===== src/rtl/clkdiv_pkg.sv =====
package clkdiv_pkg;

    localparam int SEL_W       = 2;
    localparam int CNT_W       = (1 << SEL_W) - 1;
    localparam int SYNC_STAGES = 2;

    typedef enum logic [SEL_W-1:0] {
        RATE_FULL   = 2'd0,
        RATE_HALF   = 2'd1,
        RATE_QUART  = 2'd2,
        RATE_EIGHTH = 2'd3
    } rate_e;

    typedef logic [CNT_W-1:0] cnt_t;

    // Divided clock level for a given count and rate; full rate has no tap.
    function automatic logic rate_tap(cnt_t c, rate_e r);
        logic v;
        v = 1'b0;
        for (int k = 1; k <= CNT_W; k++) begin
            if (int'(r) == k) v = c[k-1];
        end
        return v;
    endfunction

    function automatic logic is_last(cnt_t c);
        return &c;
    endfunction

endpackage


===== src/rtl/clkdiv_sync.sv =====
module clkdiv_sync #(
    parameter int W      = 2,
    parameter int STAGES = 2
) (
    input  logic         clk_i,
    input  logic         rst_i,
    input  logic [W-1:0] d_i,
    output logic [W-1:0] q_o
);
    logic [W-1:0] stage_q [STAGES];

    genvar s;
    generate
        for (s = 0; s < STAGES; s++) begin : g_stage
            if (s == 0) begin : g_first
                always_ff @(posedge clk_i) begin
                    if (rst_i) stage_q[0] <= '0;
                    else       stage_q[0] <= d_i;
                end
            end else begin : g_rest
                always_ff @(posedge clk_i) begin
                    if (rst_i) stage_q[s] <= '0;
                    else       stage_q[s] <= stage_q[s-1];
                end
            end
        end
    endgenerate

    assign q_o = stage_q[STAGES-1];
endmodule


===== src/rtl/clkdiv_counter.sv =====
module clkdiv_counter
    import clkdiv_pkg::*;
(
    input  logic clk_i,
    input  logic rst_i,
    output cnt_t cnt_o,
    output cnt_t cnt_next_o,
    output logic last_o
);
    cnt_t cnt_q;

    assign cnt_next_o = rst_i ? '0 : cnt_t'(cnt_q + 1'b1);
    assign last_o     = is_last(cnt_q);
    assign cnt_o      = cnt_q;

    always_ff @(posedge clk_i) begin
        cnt_q <= cnt_next_o;
    end
endmodule


===== src/rtl/clkdiv_rate_reg.sv =====
module clkdiv_rate_reg
    import clkdiv_pkg::*;
(
    input  logic  clk_i,
    input  logic  rst_i,
    input  logic  last_i,
    input  rate_e sync_i,
    output rate_e active_o,
    output rate_e active_next_o
);
    rate_e active_q;

    always_comb begin
        if (rst_i)       active_next_o = RATE_FULL;
        else if (last_i) active_next_o = sync_i;
        else             active_next_o = active_q;
    end

    always_ff @(posedge clk_i) begin
        active_q <= active_next_o;
    end

    assign active_o = active_q;
endmodule


===== src/rtl/clkdiv_out_stage.sv =====
module clkdiv_out_stage
    import clkdiv_pkg::*;
(
    input  logic  clk_i,
    input  logic  rst_i,
    input  cnt_t  cnt_next_i,
    input  rate_e active_i,
    input  rate_e active_next_i,
    input  rate_e sync_i,
    input  logic  last_i,
    output logic  gate_en_o,
    output logic  clk_o
);
    logic div_q;
    logic en_q;
    logic keep_full;

    // Divided clock registered on the rising edge, from next-state values.
    always_ff @(posedge clk_i) begin
        if (rst_i) div_q <= 1'b0;
        else       div_q <= rate_tap(cnt_next_i, active_next_i);
    end

    // Full-rate gate: closes ahead of a wrap that leaves the full rate.
    assign keep_full = (active_i == RATE_FULL) &&
                       (!last_i || (sync_i == RATE_FULL));

    always_ff @(negedge clk_i) begin
        if (rst_i) en_q <= 1'b0;
        else       en_q <= keep_full;
    end

    assign gate_en_o = en_q;
    assign clk_o     = (clk_i & en_q) | div_q;
endmodule


===== src/rtl/glitchfree_clk_div.sv =====
module glitchfree_clk_div
    import clkdiv_pkg::*;
(
    input  logic             clk_i,
    input  logic             rst_i,
    input  logic [SEL_W-1:0] rate_sel_i,
    output logic             clk_o
);
    logic [SEL_W-1:0] sync_bits;
    rate_e            sync_sel;
    cnt_t             cnt_q;
    cnt_t             cnt_next;
    logic             cnt_last;
    rate_e            active_q;
    rate_e            active_next;
    logic             gate_en;

    clkdiv_sync #(.W(SEL_W), .STAGES(SYNC_STAGES)) sync_i (
        .clk_i (clk_i),
        .rst_i (rst_i),
        .d_i   (rate_sel_i),
        .q_o   (sync_bits)
    );

    assign sync_sel = rate_e'(sync_bits);

    clkdiv_counter cnt_i (
        .clk_i      (clk_i),
        .rst_i      (rst_i),
        .cnt_o      (cnt_q),
        .cnt_next_o (cnt_next),
        .last_o     (cnt_last)
    );

    clkdiv_rate_reg rate_i (
        .clk_i         (clk_i),
        .rst_i         (rst_i),
        .last_i        (cnt_last),
        .sync_i        (sync_sel),
        .active_o      (active_q),
        .active_next_o (active_next)
    );

    clkdiv_out_stage out_i (
        .clk_i          (clk_i),
        .rst_i          (rst_i),
        .cnt_next_i     (cnt_next),
        .active_i       (active_q),
        .active_next_i  (active_next),
        .sync_i         (sync_sel),
        .last_i         (cnt_last),
        .gate_en_o      (gate_en),
        .clk_o          (clk_o)
    );
endmodule


===== config.mk =====
export PLATFORM = sky130hd
export DESIGN_NAME = glitchfree_clk_div
export DESIGN_NICKNAME = d
export VERILOG_FILES = /design/src/rtl/clkdiv_pkg.sv /design/src/rtl/clkdiv_sync.sv /design/src/rtl/clkdiv_counter.sv /design/src/rtl/clkdiv_rate_reg.sv /design/src/rtl/clkdiv_out_stage.sv /design/src/rtl/glitchfree_clk_div.sv
export SDC_FILE = /design/constraint.sdc
export NUM_CORES = 1
export LEC_CHECK = 0
export BUFFER_PORTS_ARGS = -buffer_cell sky130_fd_sc_hd__clkbuf_2
export CAP_MARGIN = 20
export CORE_AREA = 5 5 42 44
export CTS_CLUSTER_DIAMETER = 150
export CTS_CLUSTER_SIZE = 16
export DETAILED_ROUTE_END_ITERATION = 10
export DIE_AREA = 0 0 47 49
export GPL_ROUTABILITY_DRIVEN = 1
export PLACE_DENSITY = 0.53
export SLEW_MARGIN = 40
export SYNTH_ARGS = -nofsm -noshare
export SYNTH_HDL_FRONTEND = slang
export SYNTH_HIERARCHICAL = 1
export SYNTH_SLANG_ARGS = --single-unit

===== constraint.sdc =====
create_clock -name clk_i -period 1.69 [get_ports clk_i]
set_clock_uncertainty 0.1 [all_clocks]
set_input_delay 0.2535 -clock clk_i [delete_from_list [all_inputs] [get_ports clk_i]]
set_output_delay 0.2535 -clock clk_i [all_outputs]
set_load 0.05 [all_outputs]

==> metrics.txt <==
first-pass GRT wire length 1120 um; Port-buffer cells 4; RR Startpoint cnt_i/cnt_o[0]; Placed Cells 54; CP required 1.34 ns; Largest delay share family, worst path flip-flops; nets@finish 54; Slew Limit Headroom 0.850; Core ar. 0.00140 mm2; failing checks setup timing; Setup crit end kind primary output; CP Launch Type register; num rows 14; post-synthesis mux area share 0.0819; leakage power 0.236 nW; Crit Path Class register to primary output; CTS tree built; Slew Viols, Final 0; pwr dens 1280 mW/mm2; post-synthesis simple-gate area fraction 0.157; Iteration-0 DRC Markers 5; IO Count 5; Layout area overhead 53.6%; vias in the first global route 304; Placer Congestion 0.726; Avg WL per Cell 10.7 um; Ys Warns 6; XOR/XNOR share of the synthesized area 0; largest stage delay on the critical path 0.30 ns; Die Wd 47 um; Max-Cap Viols 0; slowest CP cell dfxtp_2; Worst IR Drop VDD 439 uV; Hold Violations, Final 0; Worst Max-Slew Pin Slew 0.224 ns; Synth top area share 0.601; reg2reg path depth 4; gate count of the mapped netlist 31; crit-path cells a21o_4 -> buf_8; largest family of logic cells by synthesized area simple AND/OR/NAND/NOR gates; Die Area 0.00230 mm2; largest net degree at the start of global routing 11; Starting Density 0.262; Clk Latency, worst-skew pair 0.38 ns; CP max FO 1; fin cells 63; hold crit path type primary input to register; DRT Wirelength 673 um; Distinct cells, synth 11; share of cells above drive strength 1 0.468; Post-Syn Nets 37; drt drc 0; adder-cell share of the synthesized area 0.0683; compound-gate portion of the synthesized area 0.0819; Pre-antenna DRT Iters 5; initial antenna violation count 0; Post-Syn Area per Cell 11.8 um2; setup ws final -0.594 ns; status finished, violations left; DR vias/cell 4.30; RSZ-0062 raised after global routing yes; overall routing resource usage 0.0813; worst hold stages 3; Yosys reg bits 11; register area share after synthesis 0.601; Die Y 49 um; synthesized cell area 367 um2; Crit path buffers/inverters 1; CP startpoint out_i/gate_en_o; Antenna Cells 0; fin util 0.402; WP data arrival 1.93 ns; Reg clk slew, reported paths 0.07 ns; routed vias 271; biggest area consumer among synthesized cells dfxtp_1; Routed Antenna Nets 0; WP depth 2; Design Power 0.000718 W; Hold Path Origin rst_i; most area-consuming cells after synthesis dfxtp_1 60%, nor2b_1 10%, mux2i_1 8.2%; Final setup viols 2; grt ovf 0
-- where the power goes --
part | total (W) | internal, W | leakage (nW) | switching (W)
sequential | 0.000279 | 0.000272 | 0.0910 | 0.00000706
combinational | 0.0000352 | 0.0000212 | 0.0921 | 0.0000140
clock | 0.000404 | 0.000223 | 0.0529 | 0.000180
total | 0.000718 | 0.000517 | 0.236 | 0.000202
-- layout by cell type (no fill, tap or decap), drive strengths merged --
cell type | Yosys | routed
clkbuf | 0 | 9
nor2b | 6 | 6
dfxtp | 11 | 11
a211oi | 1 | 1
buf | 0 | 4
inv | 1 | 2
mux2i | 3 | 3
a21oi | 1 | 1
nor4b | 1 | 1
nor2 | 3 | 3
ha | 2 | 2
dlygate4sd3 | 0 | 2
o21ai | 1 | 1
a21o | 1 | 1
-- cell families after synthesis --
| group | Yosys count |
|---|---|
| AND/OR/NAND/NOR | 10 |
| AO/OA/AOI/OAI | 4 |
| buffers and inverters | 1 |
| multiplexers | 3 |
| adder cells (fa/ha/maj) | 2 |
| flip-flops | 11 |
-- final cells by class --
class	instances	area, um2
Multi-Input combinational cell	19	194
Clock inverter	2	7.51
Fill cell	143	838
Tap cell	16	20.0
Clock buffer	7	60.1
Sequential cell	11	224
Timing Repair Buffer	8	57.6
-- state kept, by name, summed over array words and instances (netlist names) --
name,flops
rate_i/active_o,2
out_i/div_q,1
cnt_i/cnt_o,3
out_i/gate_en_o,1
sync_i/stage_q,4
-- path summary, 6_finish.rpt --
| path | endpoint | slack [ns] |
|---|---|---|
| worst max register to register | out_i/gate_en_o | -0.14 |
| worst max-delay path | clk_o | -0.59 |
| worst min-delay path | sync_i/stage_q[1][0] | 0.16 |
| worst min register to register | sync_i/stage_q[1][0] | 0.34 |
-- repair_timing --
item | CTS | global route
pin swaps | 0 | 2
hold buffers | 1 | 1
setup buffers | 0 | 0
endpoints found under the setup margin | 2 | 2
hold endpoints to repair | 1 | 1
resized for setup | 2 | 4
-- worst reg2reg max path, stage by stage, from the launching register on --
cell	delay, ns
dfxtp_2	0.33
ha_4	0.16
ha_4	0.15
o21ai_2	0.05
nor4b_4	0.18
-- layer usage --
| metal | vias up | share of wire | GRT usage |
|---|---|---|---|
| li1 | 138 | - | - |
| met1 | 122 | 0.38 | 0.0622 |
| met2 | 7 | 0.53 | 0.0928 |
| met3 | 4 | 0.059 | 0.0849 |
| met4 | 0 | 0.028 | 0.106 |
| met5 | - | 0 | 0 |
-- cell usage after synthesis --
cell type / number
dfxtp_1: 11
nor2b_1: 6
mux2i_1: 3
nor2_1: 3
ha_1: 2
a211oi_2: 1
a21o_1: 1
a21oi_1: 1
inv_1: 1
nor4b_1: 1
o21ai_1: 1
-- through the flow --
step           setup WS [ns]  hold slack [ns]  TNS [ns]  area (um2)
2_1_floorplan         -0.180            0.218    -0.225         408
5_1_grt               -0.641            0.155    -0.861         563
6_report              -0.594            0.158    -0.737         563
4_1_cts               -0.628          0.00722    -0.793         538
3_5_place_dp          -0.213            0.325    -0.420         470
3_3_place_gp          -0.212            0.320    -0.417         470
No activity file was read; power rests on OpenSTA's default activity.
